`config.mk`:
```
export PLATFORM = sky130hd
export DESIGN_NAME = opage_esc_stack
export DESIGN_NICKNAME = d
export VERILOG_FILES = /design/src/rtl/opage_pkg.sv /design/src/rtl/opage_cmd.sv /design/src/rtl/opage_store.sv /design/src/rtl/opage_view.sv /design/src/rtl/opage_esc_stack.sv
export SDC_FILE = /design/constraint.sdc
export NUM_CORES = 1
export LEC_CHECK = 0
export ABC_AREA = 1
export BUFFER_PORTS_ARGS = -buffer_cell sky130_fd_sc_hd__buf_2
export CORE_UTILIZATION = 53
export CTS_CLUSTER_DIAMETER = 100
export CTS_CLUSTER_SIZE = 28
export DETAILED_ROUTE_END_ITERATION = 7
export GPL_TIMING_DRIVEN = 0
export PLACE_DENSITY = 0.89
export SYNTH_ARGS = -nofsm -noshare
export SYNTH_HDL_FRONTEND = slang
export SYNTH_HIERARCHICAL = 1
export SYNTH_SLANG_ARGS = --single-unit
```
`constraint.sdc`:
```
create_clock -name clk -period 2.9 [get_ports clk]
set_input_delay 0.29 -clock clk [delete_from_list [all_inputs] [get_ports clk]]
set_output_delay 0.29 -clock clk [all_outputs]
set_load 0.02 [all_outputs]
```
`src/rtl/opage_pkg.sv`:
```
`timescale 1ns/1ps
package opage_pkg;
  parameter int PAGE_W  = 3;
  parameter int LEN_W   = 4;
  parameter int STACK_N = 4;
  localparam int ENTRY_W = PAGE_W + LEN_W;

  typedef struct packed {
    logic [PAGE_W-1:0] page;
    logic [LEN_W-1:0]  len;
  } entry_t;

  typedef enum logic [2:0] {
    OP_HOLD,
    OP_LOAD,
    OP_CLEAR,
    OP_PUSH,
    OP_FULL,
    OP_POP,
    OP_DEC,
    OP_EXPIRE
  } op_e;
endpackage

```
`src/rtl/opage_cmd.sv`:
```
`timescale 1ns/1ps
module opage_cmd
  import opage_pkg::*;
#(
  parameter int STACK_N = opage_pkg::STACK_N,
  localparam int DEPTH_W = $clog2(STACK_N + 1)
) (
  input  logic               csr_we,
  input  logic               branch_taken,
  input  logic               go_default,
  input  logic               pop_one,
  input  logic               push_valid,
  input  logic [LEN_W-1:0]   push_len,
  input  logic               retire,
  input  logic [DEPTH_W-1:0] depth,
  input  logic [LEN_W-1:0]   top_len,
  output op_e                op
);
  localparam logic [LEN_W-1:0]   PERM = '1;
  localparam logic [DEPTH_W-1:0] FULL = DEPTH_W'(STACK_N);

  // One operation per cycle: CSR load, then clears, then pop, push, retire.
  always_comb begin
    op = OP_HOLD;
    if (csr_we) begin
      op = OP_LOAD;
    end else if (branch_taken || go_default) begin
      op = OP_CLEAR;
    end else if (pop_one) begin
      if (depth != '0) op = OP_POP;
    end else if (push_valid) begin
      if (push_len == '0)   op = OP_HOLD;
      else if (depth == FULL) op = OP_FULL;
      else                  op = OP_PUSH;
    end else if (retire && (depth != '0)) begin
      if (top_len == PERM)               op = OP_HOLD;
      else if (top_len <= LEN_W'(1))     op = OP_EXPIRE;
      else                               op = OP_DEC;
    end
  end
endmodule

```
`src/rtl/opage_store.sv`:
```
`timescale 1ns/1ps
module opage_store
  import opage_pkg::*;
#(
  parameter int STACK_N = opage_pkg::STACK_N,
  localparam int DEPTH_W = $clog2(STACK_N + 1)
) (
  input  logic                      clk,
  input  logic                      rst,
  input  op_e                       op,
  input  entry_t                    push_entry,
  input  entry_t [STACK_N-1:0]      load_entries,
  input  logic [DEPTH_W-1:0]        load_depth,
  output entry_t [STACK_N-1:0]      entries,
  output logic [DEPTH_W-1:0]        depth,
  output logic                      overflow
);
  always_ff @(posedge clk) begin
    if (rst) begin
      depth    <= '0;
      overflow <= 1'b0;
    end else begin
      overflow <= (op == OP_FULL);
      case (op)
        OP_LOAD:           depth <= load_depth;
        OP_CLEAR:          depth <= '0;
        OP_PUSH:           depth <= depth + 1'b1;
        OP_POP, OP_EXPIRE: depth <= depth - 1'b1;
        default:           depth <= depth;
      endcase
    end
  end

  for (genvar i = 0; i < STACK_N; i++) begin : g_ent
    entry_t q;
    always_ff @(posedge clk) begin
      if (rst) begin
        q <= '0;
      end else begin
        case (op)
          OP_LOAD:  q <= (DEPTH_W'(i) < load_depth) ? load_entries[i] : '0;
          OP_CLEAR: q <= '0;
          OP_PUSH:  if (depth == DEPTH_W'(i)) q <= push_entry;
          OP_POP, OP_EXPIRE: if (depth == DEPTH_W'(i + 1)) q <= '0;
          OP_DEC:   if (depth == DEPTH_W'(i + 1)) q.len <= q.len - 1'b1;
          default:  q <= q;
        endcase
      end
    end
    assign entries[i] = q;

    // slots at or above the depth always hold zero
    p_upper_zero_r8: assert property (@(posedge clk) disable iff (rst)
      (depth <= DEPTH_W'(i)) |-> (q == '0));
  end

  p_depth_bound_r9: assert property (@(posedge clk) disable iff (rst)
    depth <= DEPTH_W'(STACK_N));
endmodule

```
`src/rtl/opage_view.sv`:
```
`timescale 1ns/1ps
module opage_view
  import opage_pkg::*;
#(
  parameter int STACK_N = opage_pkg::STACK_N,
  localparam int DEPTH_W = $clog2(STACK_N + 1),
  localparam int CSR_W   = STACK_N * ENTRY_W + DEPTH_W
) (
  input  entry_t [STACK_N-1:0] entries,
  input  logic [DEPTH_W-1:0]   depth,
  output entry_t               top_entry,
  output logic [PAGE_W-1:0]    active_page,
  output logic                 default_mode,
  output logic [CSR_W-1:0]     csr_word
);
  always_comb begin
    top_entry = '0;
    for (int k = 0; k < STACK_N; k++) begin
      if (depth == DEPTH_W'(k + 1)) top_entry = entries[k];
    end
  end

  assign active_page  = top_entry.page;
  assign default_mode = (depth == '0);

  for (genvar i = 0; i < STACK_N; i++) begin : g_pack
    assign csr_word[i*ENTRY_W +: ENTRY_W] = entries[i];
  end
  assign csr_word[CSR_W-1 -: DEPTH_W] = depth;
endmodule

```
`src/rtl/opage_esc_stack.sv`:
```
`timescale 1ns/1ps
module opage_esc_stack
  import opage_pkg::*;
#(
  parameter int STACK_N = opage_pkg::STACK_N,
  localparam int DEPTH_W = $clog2(STACK_N + 1),
  localparam int CSR_W   = STACK_N * ENTRY_W + DEPTH_W
) (
  input  logic              clk,
  input  logic              rst,
  input  logic              push_valid,
  input  logic [PAGE_W-1:0] push_page,
  input  logic [LEN_W-1:0]  push_len,
  input  logic              pop_one,
  input  logic              go_default,
  input  logic              retire,
  input  logic              branch_taken,
  input  logic              csr_we,
  input  logic [CSR_W-1:0]  csr_wdata,
  output logic [PAGE_W-1:0] active_page,
  output logic              default_mode,
  output logic [CSR_W-1:0]  csr_rdata,
  output logic              overflow
);
  op_e                  op;
  entry_t [STACK_N-1:0] entries;
  entry_t [STACK_N-1:0] load_entries;
  entry_t               top_entry;
  entry_t               push_entry;
  logic [DEPTH_W-1:0]   depth;
  logic [DEPTH_W-1:0]   raw_depth;
  logic [DEPTH_W-1:0]   load_depth;

  assign push_entry   = '{page: push_page, len: push_len};
  assign load_entries = csr_wdata[STACK_N*ENTRY_W-1:0];
  assign raw_depth    = csr_wdata[CSR_W-1 -: DEPTH_W];
  assign load_depth   = (raw_depth > DEPTH_W'(STACK_N)) ? DEPTH_W'(STACK_N) : raw_depth;

  opage_cmd #(.STACK_N(STACK_N)) u_cmd (
    .csr_we(csr_we), .branch_taken(branch_taken), .go_default(go_default),
    .pop_one(pop_one), .push_valid(push_valid), .push_len(push_len),
    .retire(retire), .depth(depth), .top_len(top_entry.len), .op(op)
  );

  opage_store #(.STACK_N(STACK_N)) u_store (
    .clk(clk), .rst(rst), .op(op), .push_entry(push_entry),
    .load_entries(load_entries), .load_depth(load_depth),
    .entries(entries), .depth(depth), .overflow(overflow)
  );

  opage_view #(.STACK_N(STACK_N)) u_view (
    .entries(entries), .depth(depth), .top_entry(top_entry),
    .active_page(active_page), .default_mode(default_mode), .csr_word(csr_rdata)
  );

  logic quiet_hi;
  assign quiet_hi = !csr_we && !branch_taken && !go_default;

  p_branch_clear_r6: assert property (@(posedge clk) disable iff (rst)
    (branch_taken && !csr_we) |=> (default_mode && csr_rdata == '0));

  p_default_clear_r7: assert property (@(posedge clk) disable iff (rst)
    (go_default && !csr_we) |=> (default_mode && csr_rdata == '0));

  p_no_overflow_r3: assert property (@(posedge clk) disable iff (rst)
    (quiet_hi && !pop_one && push_valid && push_len != '0 && depth == DEPTH_W'(STACK_N))
      |=> (overflow && $stable(csr_rdata)));

  p_push_grow_r2: assert property (@(posedge clk) disable iff (rst)
    (quiet_hi && !pop_one && push_valid && push_len != '0 && depth < DEPTH_W'(STACK_N))
      |=> (depth == $past(depth) + 1'b1 && active_page == $past(push_page)));

  p_perm_keep_r5: assert property (@(posedge clk) disable iff (rst)
    (quiet_hi && !pop_one && !push_valid && retire && !default_mode && top_entry.len == '1)
      |=> $stable(csr_rdata));

  p_pop_empty_r8: assert property (@(posedge clk) disable iff (rst)
    (quiet_hi && pop_one && default_mode) |=> (default_mode && !overflow));
endmodule

```
==> impl_metrics.tcl, run 1 <==
set metrics [dict create \
    dieArea_um2 5789 \
    wire_per_inst_um 13.59 \
    use_met3_pct 3.832 \
    status "finished, final reports clean" \
    die_w_um 76.09 \
    dpl_worst_slack_ps -137.0 \
    cp-start-kind "flop" \
    dpl.hpwl_um 6595 \
    finalWirelength_um 8548 \
    timing_hold_violations_final 0 \
    clock-sinks 32 \
    fin_ws_ps 118.7 \
    start_util_pct 55.89 \
    pwr_density_cell_nw_per_um2 467.8 \
    cp-end-kind "flop" \
    cts_inserted_buffers 5 \
    ctsHtreeMaxLevel 2 \
    grtUsageMet2_pct 49.82 \
    fin_util_pct 67.60 \
    ys_warn_count 6 \
    vias 3411 \
    post-cts-setup-buffer-count 0 \
    overflow 0 \
    reg2reg_slack_ps 120 \
    setup_viol 0 \
    irDropWorstVdd_v 0.0002238 \
    rsz0062_at_grt "true" \
    tns_ps 0 \
    p_leak_nw 1.869 \
    gp_congestion 0.9170 \
    clk_latency_ps 280 \
    crit_fanout 12 \
    vias_per_cell 5.423 \
    grt_antenna_before_repair 0 \
    die_h_um 76.09 \
    final_common_cell "nand2_1" \
    rows 26 \
    power_mw 1.646 \
    hp-class "in -> reg" \
    clk_pin_slew_ps 70 \
    maxCapViolCount 0 \
    grt_busiest_layer "met2" \
    finalNetCount 614 \
    grt_max_degree 13 \
    syn_nets 526 \
    drv_slew 0 \
    syn_avg_cell_area_um2 6.189 \
    ctsResizeCount 3 \
    relSlewSlack_pct 56.85 \
    drive_gt1_share_pct 30.59 \
    multi_input_area_um2 1723 \
    ant_nets 0 \
    syn_area_um2 2909 \
    pin_count 82 \
    route.detailed.drc 0 \
    final_cell_mix "99 x nand2_1, 82 x buf_2, 78 x nor2_1" \
    fmax_ghz 0.3595 \
    grt_use_total_pct 29.05 \
    syn2layout_area_growth_pct 20.95 \
    antenna_cells 0 \
    fin_crit_ps 2781 \
    root_buffer "clkbuf_8" \
    cts.hold.buffers_added 0 \
    cts_tree "built" \
    layout.area.seq_um2 646.9 \
    arrival_ps 2960 \
    clk_path_buf_depth 2 \
    worstMarginPinSlew_ps 644.9 \
    coreArea_um2 5205 \
    use_met1_pct 35.94 \
    synthCells 470 \
    post-route-period-util_pct 95.91 \
    fillerInstances 473 \
    required_ps 3080 \
    skew_ps 6.327 \
    crit_type "reg -> reg" \
    drtIter0Drc 257 \
    grt_pass1_wl_um 13660 \
    grt_pass1_vias 3002 \
    port_buffers 81 \
    drtPass1Iterations 5 \
]
[worst max-delay path: stages (launching register included)]
cell and delay (ps):
dfxtp_4 420, buf_6 170, inv_4 40, buf_6 130, nand4_1 80, nand4_1 120
nand4_1 200, nand3_2 90, nand2_2 70, nand2_1 70, a21oi_2 300, nand2_1 150
nor2_4 260, o21ai_0 200, nand2_2 170, nand2_1 80, nand2_1 60, nor2_1 50
[sequential cells by signal, indices dropped and copies added (netlist names)]
name	flops
u_store/overflow	1
u_store/depth	3
u_store/entries	28
[area by class of cell]
cell class,instances,area share (%)
repair buffers,81,11.52
well taps,70,2.489
multi-input cells,337,48.97
clock buffers,8,2.560
flip-flops and latches,32,18.39
plain buffers,46,10.14
inverters,55,5.939
[stage by stage]
| stage | hold slack (ps) | instance area, um^2 | std cells |
|---|---|---|---|
| floorplan | 352.4 | 2909 | 470 |
| global placement | 494.5 | 3402 | 621 |
| detailed placement | 499.6 | 3402 | 621 |
| CTS | 280.2 | 3498 | 629 |
| global route | 283.2 | 3518 | 629 |
| finish | 293.8 | 3518 | 629 |
[where the power goes]
| part | total [mW] | internal (mW) | switching, mW | leakage (nW) |
|---|---|---|---|---|
| clock network | 0.357 | 0.194 | 0.164 | 0.0455 |
| logic | 0.723 | 0.290 | 0.432 | 1.56 |
| registers | 0.566 | 0.493 | 0.0731 | 0.266 |
[metal layers]
layer | up-vias | wire (um)
li1 | 1670 | -
met1 | 1529 | 3539
met2 | 190 | 4058
met3 | 22 | 715
met4 | 0 | 235
met5 | - | 0
[worst paths after layout]
kind | startpoint | endpoint | cells past startpoint
setup / recovery | u_store/depth[2]$_SDFFE_PP0P_ | u_store/entries[21]$_SDFFE_PP0P_ | 17
hold / removal | rst | u_store/entries[3]$_SDFFE_PP0P_ | 2
setup reg to reg | u_store/depth[2]$_SDFFE_PP0P_ | u_store/entries[21]$_SDFFE_PP0P_ | 17
hold reg to reg | u_store/entries[12]$_SDFFE_PP0P_ | u_store/entries[12]$_SDFFE_PP0P_ | 2
Power figures use the tool's default switching activity.
==> run 2: changes to the inputs <==
ABC_AREA = unset   (was 1)
==> impl_metrics.tcl, run 2 <==
set metrics [dict create \
    relSlewSlack_pct 53.12 \
    grt_pass1_wl_um 13920 \
    cp_slowest_stage_delay_ps 370 \
    crit_type "reg -> reg" \
    p_leak_nw 1.640 \
    timing_hold_violations_final 0 \
    grtUsageMet2_pct 54.27 \
    irDropWorstVdd_v 0.0002502 \
    grt_pass1_vias 2934 \
    rows 26 \
    fin_util_pct 73.90 \
    route.detailed.drc 0 \
    arrival_ps 3140 \
    drtPass1Iterations 7 \
    wire_per_inst_um 19.43 \
    syn_area_um2 2853 \
    grt_use_total_pct 32.92 \
    skew_ps 5.045 \
    hp-class "in -> reg" \
    drv_slew 0 \
    ant_nets 0 \
    dieArea_um2 5680 \
    required_ps 3100 \
    cp-end-kind "flop" \
    violations "negative setup slack" \
    syn2layout_area_growth_pct 33.16 \
    pwr_density_cell_nw_per_um2 521.8 \
    reg2reg_slack_ps -50 \
    slowest_stage "dfxtp_4" \
    use_met3_pct 6.614 \
    maxCapViolCount 0 \
    cts_tree "built" \
    worstMarginPinSlew_ps 701.6 \
    drtIter0Drc 372 \
    port_buffers 80 \
    grt_antenna_before_repair 0 \
    crit_fanout 10 \
    grt_max_degree 17 \
    overflow 0 \
    reg2reg_depth 13 \
    coreArea_um2 5140 \
    status "finished with violations" \
    final_cell_mix "82 x buf_2, 50 x buf_4, 29 x dfxtp_1" \
    finalNetCount 512 \
    clock-sinks 32 \
    largest_reg_flops 28 \
    pin_count 82 \
    r2r-end "u_store/entries[9]$_SDFFE_PP0P_" \
    antenna_cells 0 \
    cts_inserted_buffers 5 \
    fmax_ghz 0.3390 \
    fin_ws_ps -49.74 \
    vias 3411 \
    use_met1_pct 40.42 \
    start_util_pct 55.50 \
    syn_avg_cell_area_um2 8.104 \
    finalWirelength_um 10240 \
    dpl.hpwl_um 6635 \
    rsz0062_at_grt "true" \
    setup_viol 1 \
    clk_pin_slew_ps 80 \
    clk_latency_ps 290 \
    vias_per_cell 6.472 \
    root_buffer "clkbuf_8" \
    fin_hold_ws_ps 296.7 \
    clk_path_buf_depth 2 \
    syn_nets 408 \
    crit_end "u_store/entries[9]$_SDFFE_PP0P_" \
    rr_startpoint "u_store/depth[0]$_SDFFE_PP0P_" \
    grt_busiest_layer "met2" \
    ctsHtreeMaxLevel 2 \
    fin_crit_ps 2950 \
    gp_congestion 0.9504 \
    crit_start "u_store/depth[0]$_SDFFE_PP0P_" \
    crit_chain "buf_12, mux2i_2, o221ai_2, nand4_1, nand4b_1, a311oi_1, buf_4, and3b_1, buf_6, a221oi_4, buf_6, a21oi_1, a311oi_1" \
    final_common_cell "buf_2" \
    ys_warn_count 6 \
    drive_gt1_share_pct 42.01 \
    die_w_um 75.37 \
    post-route-period-util_pct 101.7 \
    die_h_um 75.37 \
    cp-start-kind "flop" \
    synthCells 352 \
]
[run 2: stage by stage]
stage	TNS (ps)	worst slack [ps]	power, mW	cell area [um^2]	std cells
after CTS	0	26.35	1.850	3546	517
after global placement	-12960	-543.2	1.360	3341	502
after floorplan	0	79.40	1.168	2853	352
after detailed placement	-15490	-623.1	1.388	3341	502
after global routing	-778.0	-141.0	2.073	3799	527
final	-49.74	-49.74	1.982	3799	527
[run 2: final cells by class]
| cell class | instances | area [um^2] |
|---|---|---|
| multi-input cells | 246 | 1941 |
| fillers | 409 | 1341 |
| flip-flops and latches | 32 | 651.9 |
| repair buffers | 98 | 539.3 |
| plain buffers | 52 | 389.1 |
| well taps | 70 | 87.58 |
| inverters | 21 | 78.83 |
| clock buffers | 5 | 68.82 |
| clock inverters | 3 | 42.54 |
[run 2: power by group]
part	switching (mW)	total, mW	internal [mW]
sequential	0.0886	0.591	0.503
combinational	0.514	0.947	0.433
clock	0.189	0.444	0.254
total	0.792	1.98	1.19
[run 2: what timing repair did]
action,CTS,global route
setup buffers,7,11
pin swaps,3,13
hold buffers,0,0
resized for setup,14,41
endpoints found under the setup margin,31,28
[run 2: worst min-delay path by stage]
stage,cells after the start,slack [ps],to,startpoint
finish,3,300,u_store/entries[10]$_SDFFE_PP0P_,csr_wdata[10]
global route,3,310,u_store/entries[16]$_SDFFE_PP0P_,csr_wdata[16]
CTS,3,300,u_store/entries[19]$_SDFFE_PP0P_,csr_wdata[19]
detailed placement,2,520,u_store/entries[10]$_SDFFE_PP0P_,u_store/entries[10]$_SDFFE_PP0P_
global placement,2,510,u_store/entries[10]$_SDFFE_PP0P_,u_store/entries[10]$_SDFFE_PP0P_
floorplan,2,480,u_store/entries[10]$_SDFFE_PP0P_,u_store/entries[10]$_SDFFE_PP0P_
[run 2: worst max-delay path, delay by kind of cell, from the launching register on]
| kind | cells | cell delay [ps] |
|---|---|---|
| buffers and inverters | 4 | 680 |
| flip-flops | 1 | 370 |
| AO/OA/AOI/OAI | 5 | 1020 |
| multiplexers | 1 | 260 |
| AND/OR/NAND/NOR | 3 | 510 |
[run 2: routing by layer]
metal / vias up / part of all wire, %
met2: 282 / 47
met1: 1555 / 38
met5: - / 0
met3: 60 / 10
met4: 0 / 5.0
li1: 1514 / -
==> run 3: changes to the inputs <==
RECOVER_POWER = 25   (was unset)
==> impl_metrics.tcl, run 3 (synthesis gave the netlist of run 2 again) <==
set metrics [dict create \
    cts_inserted_buffers 5 \
    status "finished with violations" \
    finalWirelength_um 10280 \
    clock-sinks 32 \
    drive_gt1_share_pct 38.73 \
    grt_antenna_before_repair 0 \
    hp-class "in -> reg" \
    port_buffers 80 \
    die_h_um 75.37 \
    clk_latency_ps 300 \
    overflow 0 \
    finalNetCount 512 \
    irDropWorstVdd_v 0.0002497 \
    gp_congestion 0.9504 \
    skew_ps 8.367 \
    p_leak_nw 1.581 \
    start_util_pct 55.50 \
    die_w_um 75.37 \
    multi_input_area_um2 1941 \
    coreArea_um2 5140 \
    grt_use_total_pct 32.92 \
    fin_cells 527 \
    dpl.hpwl_um 6635 \
    drtIter0Drc 383 \
    violations "negative setup slack" \
    cts.hold.buffers_added 0 \
    cts_tree "built" \
    post-route-period-util_pct 100.9 \
    vias 3438 \
    crit_chain "buf_12, mux2i_2, o221ai_2, nand4_1, nand4b_1, a311oi_1, buf_4, and3b_1, buf_6, a221oi_4, buf_6, a21oi_1, a311oi_1" \
    fin_ws_ps -26.19 \
    vias_per_cell 6.524 \
    layout.area.seq_um2 651.9 \
    cp_slowest_stage_delay_ps 370 \
    drv_slew 0 \
    fin_util_pct 73.54 \
    grt_pass1_vias 2934 \
    crit_type "reg -> reg" \
    arrival_ps 3120 \
    required_ps 3100 \
    place_inst 502 \
    final_cell_mix "67 x buf_2, 50 x buf_4, 29 x dfxtp_1" \
    fmax_ghz 0.3417 \
    power_mw 1.980 \
    relSlewSlack_pct 53.77 \
    clk_path_buf_depth 2 \
    cp-start-kind "flop" \
    maxCapViolCount 0 \
    drtPass1Iterations 6 \
    crit_fanout 10 \
    setup_viol 2 \
    rows 26 \
    route.detailed.drc 0 \
    final_common_cell "buf_2" \
    root_buffer "clkbuf_8" \
    wire_per_inst_um 19.51 \
    antenna_cells 0 \
    rsz0062_at_grt "true" \
    fillerInstances 418 \
    largest_reg_flops 28 \
    cp-end-kind "flop" \
    ant_nets 0 \
    pin_count 82 \
    worstMarginPinSlew_ps 691.9 \
    grt_pass1_wl_um 13920 \
    ctsHtreeMaxLevel 2 \
    slowest_stage "dfxtp_4" \
    syn2layout_area_growth_pct 32.50 \
    pwr_density_cell_nw_per_um2 523.7 \
    clk_pin_slew_ps 70 \
    fin_crit_ps 2926 \
    dieArea_um2 5680 \
    grt_max_degree 17 \
    timing_hold_violations_final 0 \
]
-- run 3: cell count changes in the layout (fill, tap and decap cells not counted), sizes merged --
cell / change
buf: -15
clkbuf: +15
-- run 3: what timing repair did --
action                     4_1_cts  5_1_grt
buffers inserted                 7       11
resized for setup               14       41
hold endpoints to repair         0        0
pin swaps                        3       13
setup endpoints to repair       31       28
-- run 3: area by class of cell --
cell class | instances | share of cell area (%)
Multi-Input combinational cell | 246 | 51.34
Sequential cell | 32 | 17.25
Timing Repair Buffer | 98 | 13.77
Buffer | 52 | 10.29
Tap cell | 70 | 2.317
Inverter | 21 | 2.085
Clock buffer | 5 | 1.821
Clock inverter | 3 | 1.125
-- run 3: worst paths after layout --
kind | cells after the start | slack [ps] | to | startpoint
max | 13 | -30 | u_store/entries[9]$_SDFFE_PP0P_ | u_store/depth[0]$_SDFFE_PP0P_
min | 3 | 300 | u_store/entries[10]$_SDFFE_PP0P_ | csr_wdata[10]
max reg2reg | 13 | -30 | u_store/entries[9]$_SDFFE_PP0P_ | u_store/depth[0]$_SDFFE_PP0P_
min reg2reg | 2 | 550 | u_store/entries[27]$_SDFFE_PP0P_ | u_store/entries[27]$_SDFFE_PP0P_
-- run 3: critical path, delay by kind of cell (launching register included) --
kind,cells,cell delay [ps]
mux,1,260
simple gates,3,510
buf+inv,4,680
compound gates,5,1010
flops,1,370
-- run 3: routing by layer --
layer  vias to the layer above  track usage, %  routed length, um
met3                        78           6.614               1158
met1                      1546           40.42               3797
met2                       296           54.27               4744
met4                         0           17.90                582
met5                         -               0                  0
li1                       1518               -                  -
-- run 3: metrics by stage --
step / setup slack (ps) / cell area, um^2 / hold slack [ps] / setup TNS [ps]
finish: -26.19 / 3780 / 299.1 / -29.82
global placement: -543.2 / 3341 / 512.7 / -12960
global route: -141.0 / 3780 / 309.2 / -778.0
CTS: 26.35 / 3546 / 299.5 / 0
floorplan: 79.40 / 2853 / 478.2 / 0
detailed placement: -623.1 / 3341 / 521.6 / -15490
-- run 3: power breakdown --
| part | leakage, nW | switching (mW) | internal [mW] | total (mW) |
|---|---|---|---|---|
| logic | 1.26 | 0.516 | 0.426 | 0.941 |
| clock network | 0.0541 | 0.193 | 0.254 | 0.447 |
| registers | 0.266 | 0.0887 | 0.503 | 0.591 |
| total | 1.58 | 0.797 | 1.18 | 1.98 |
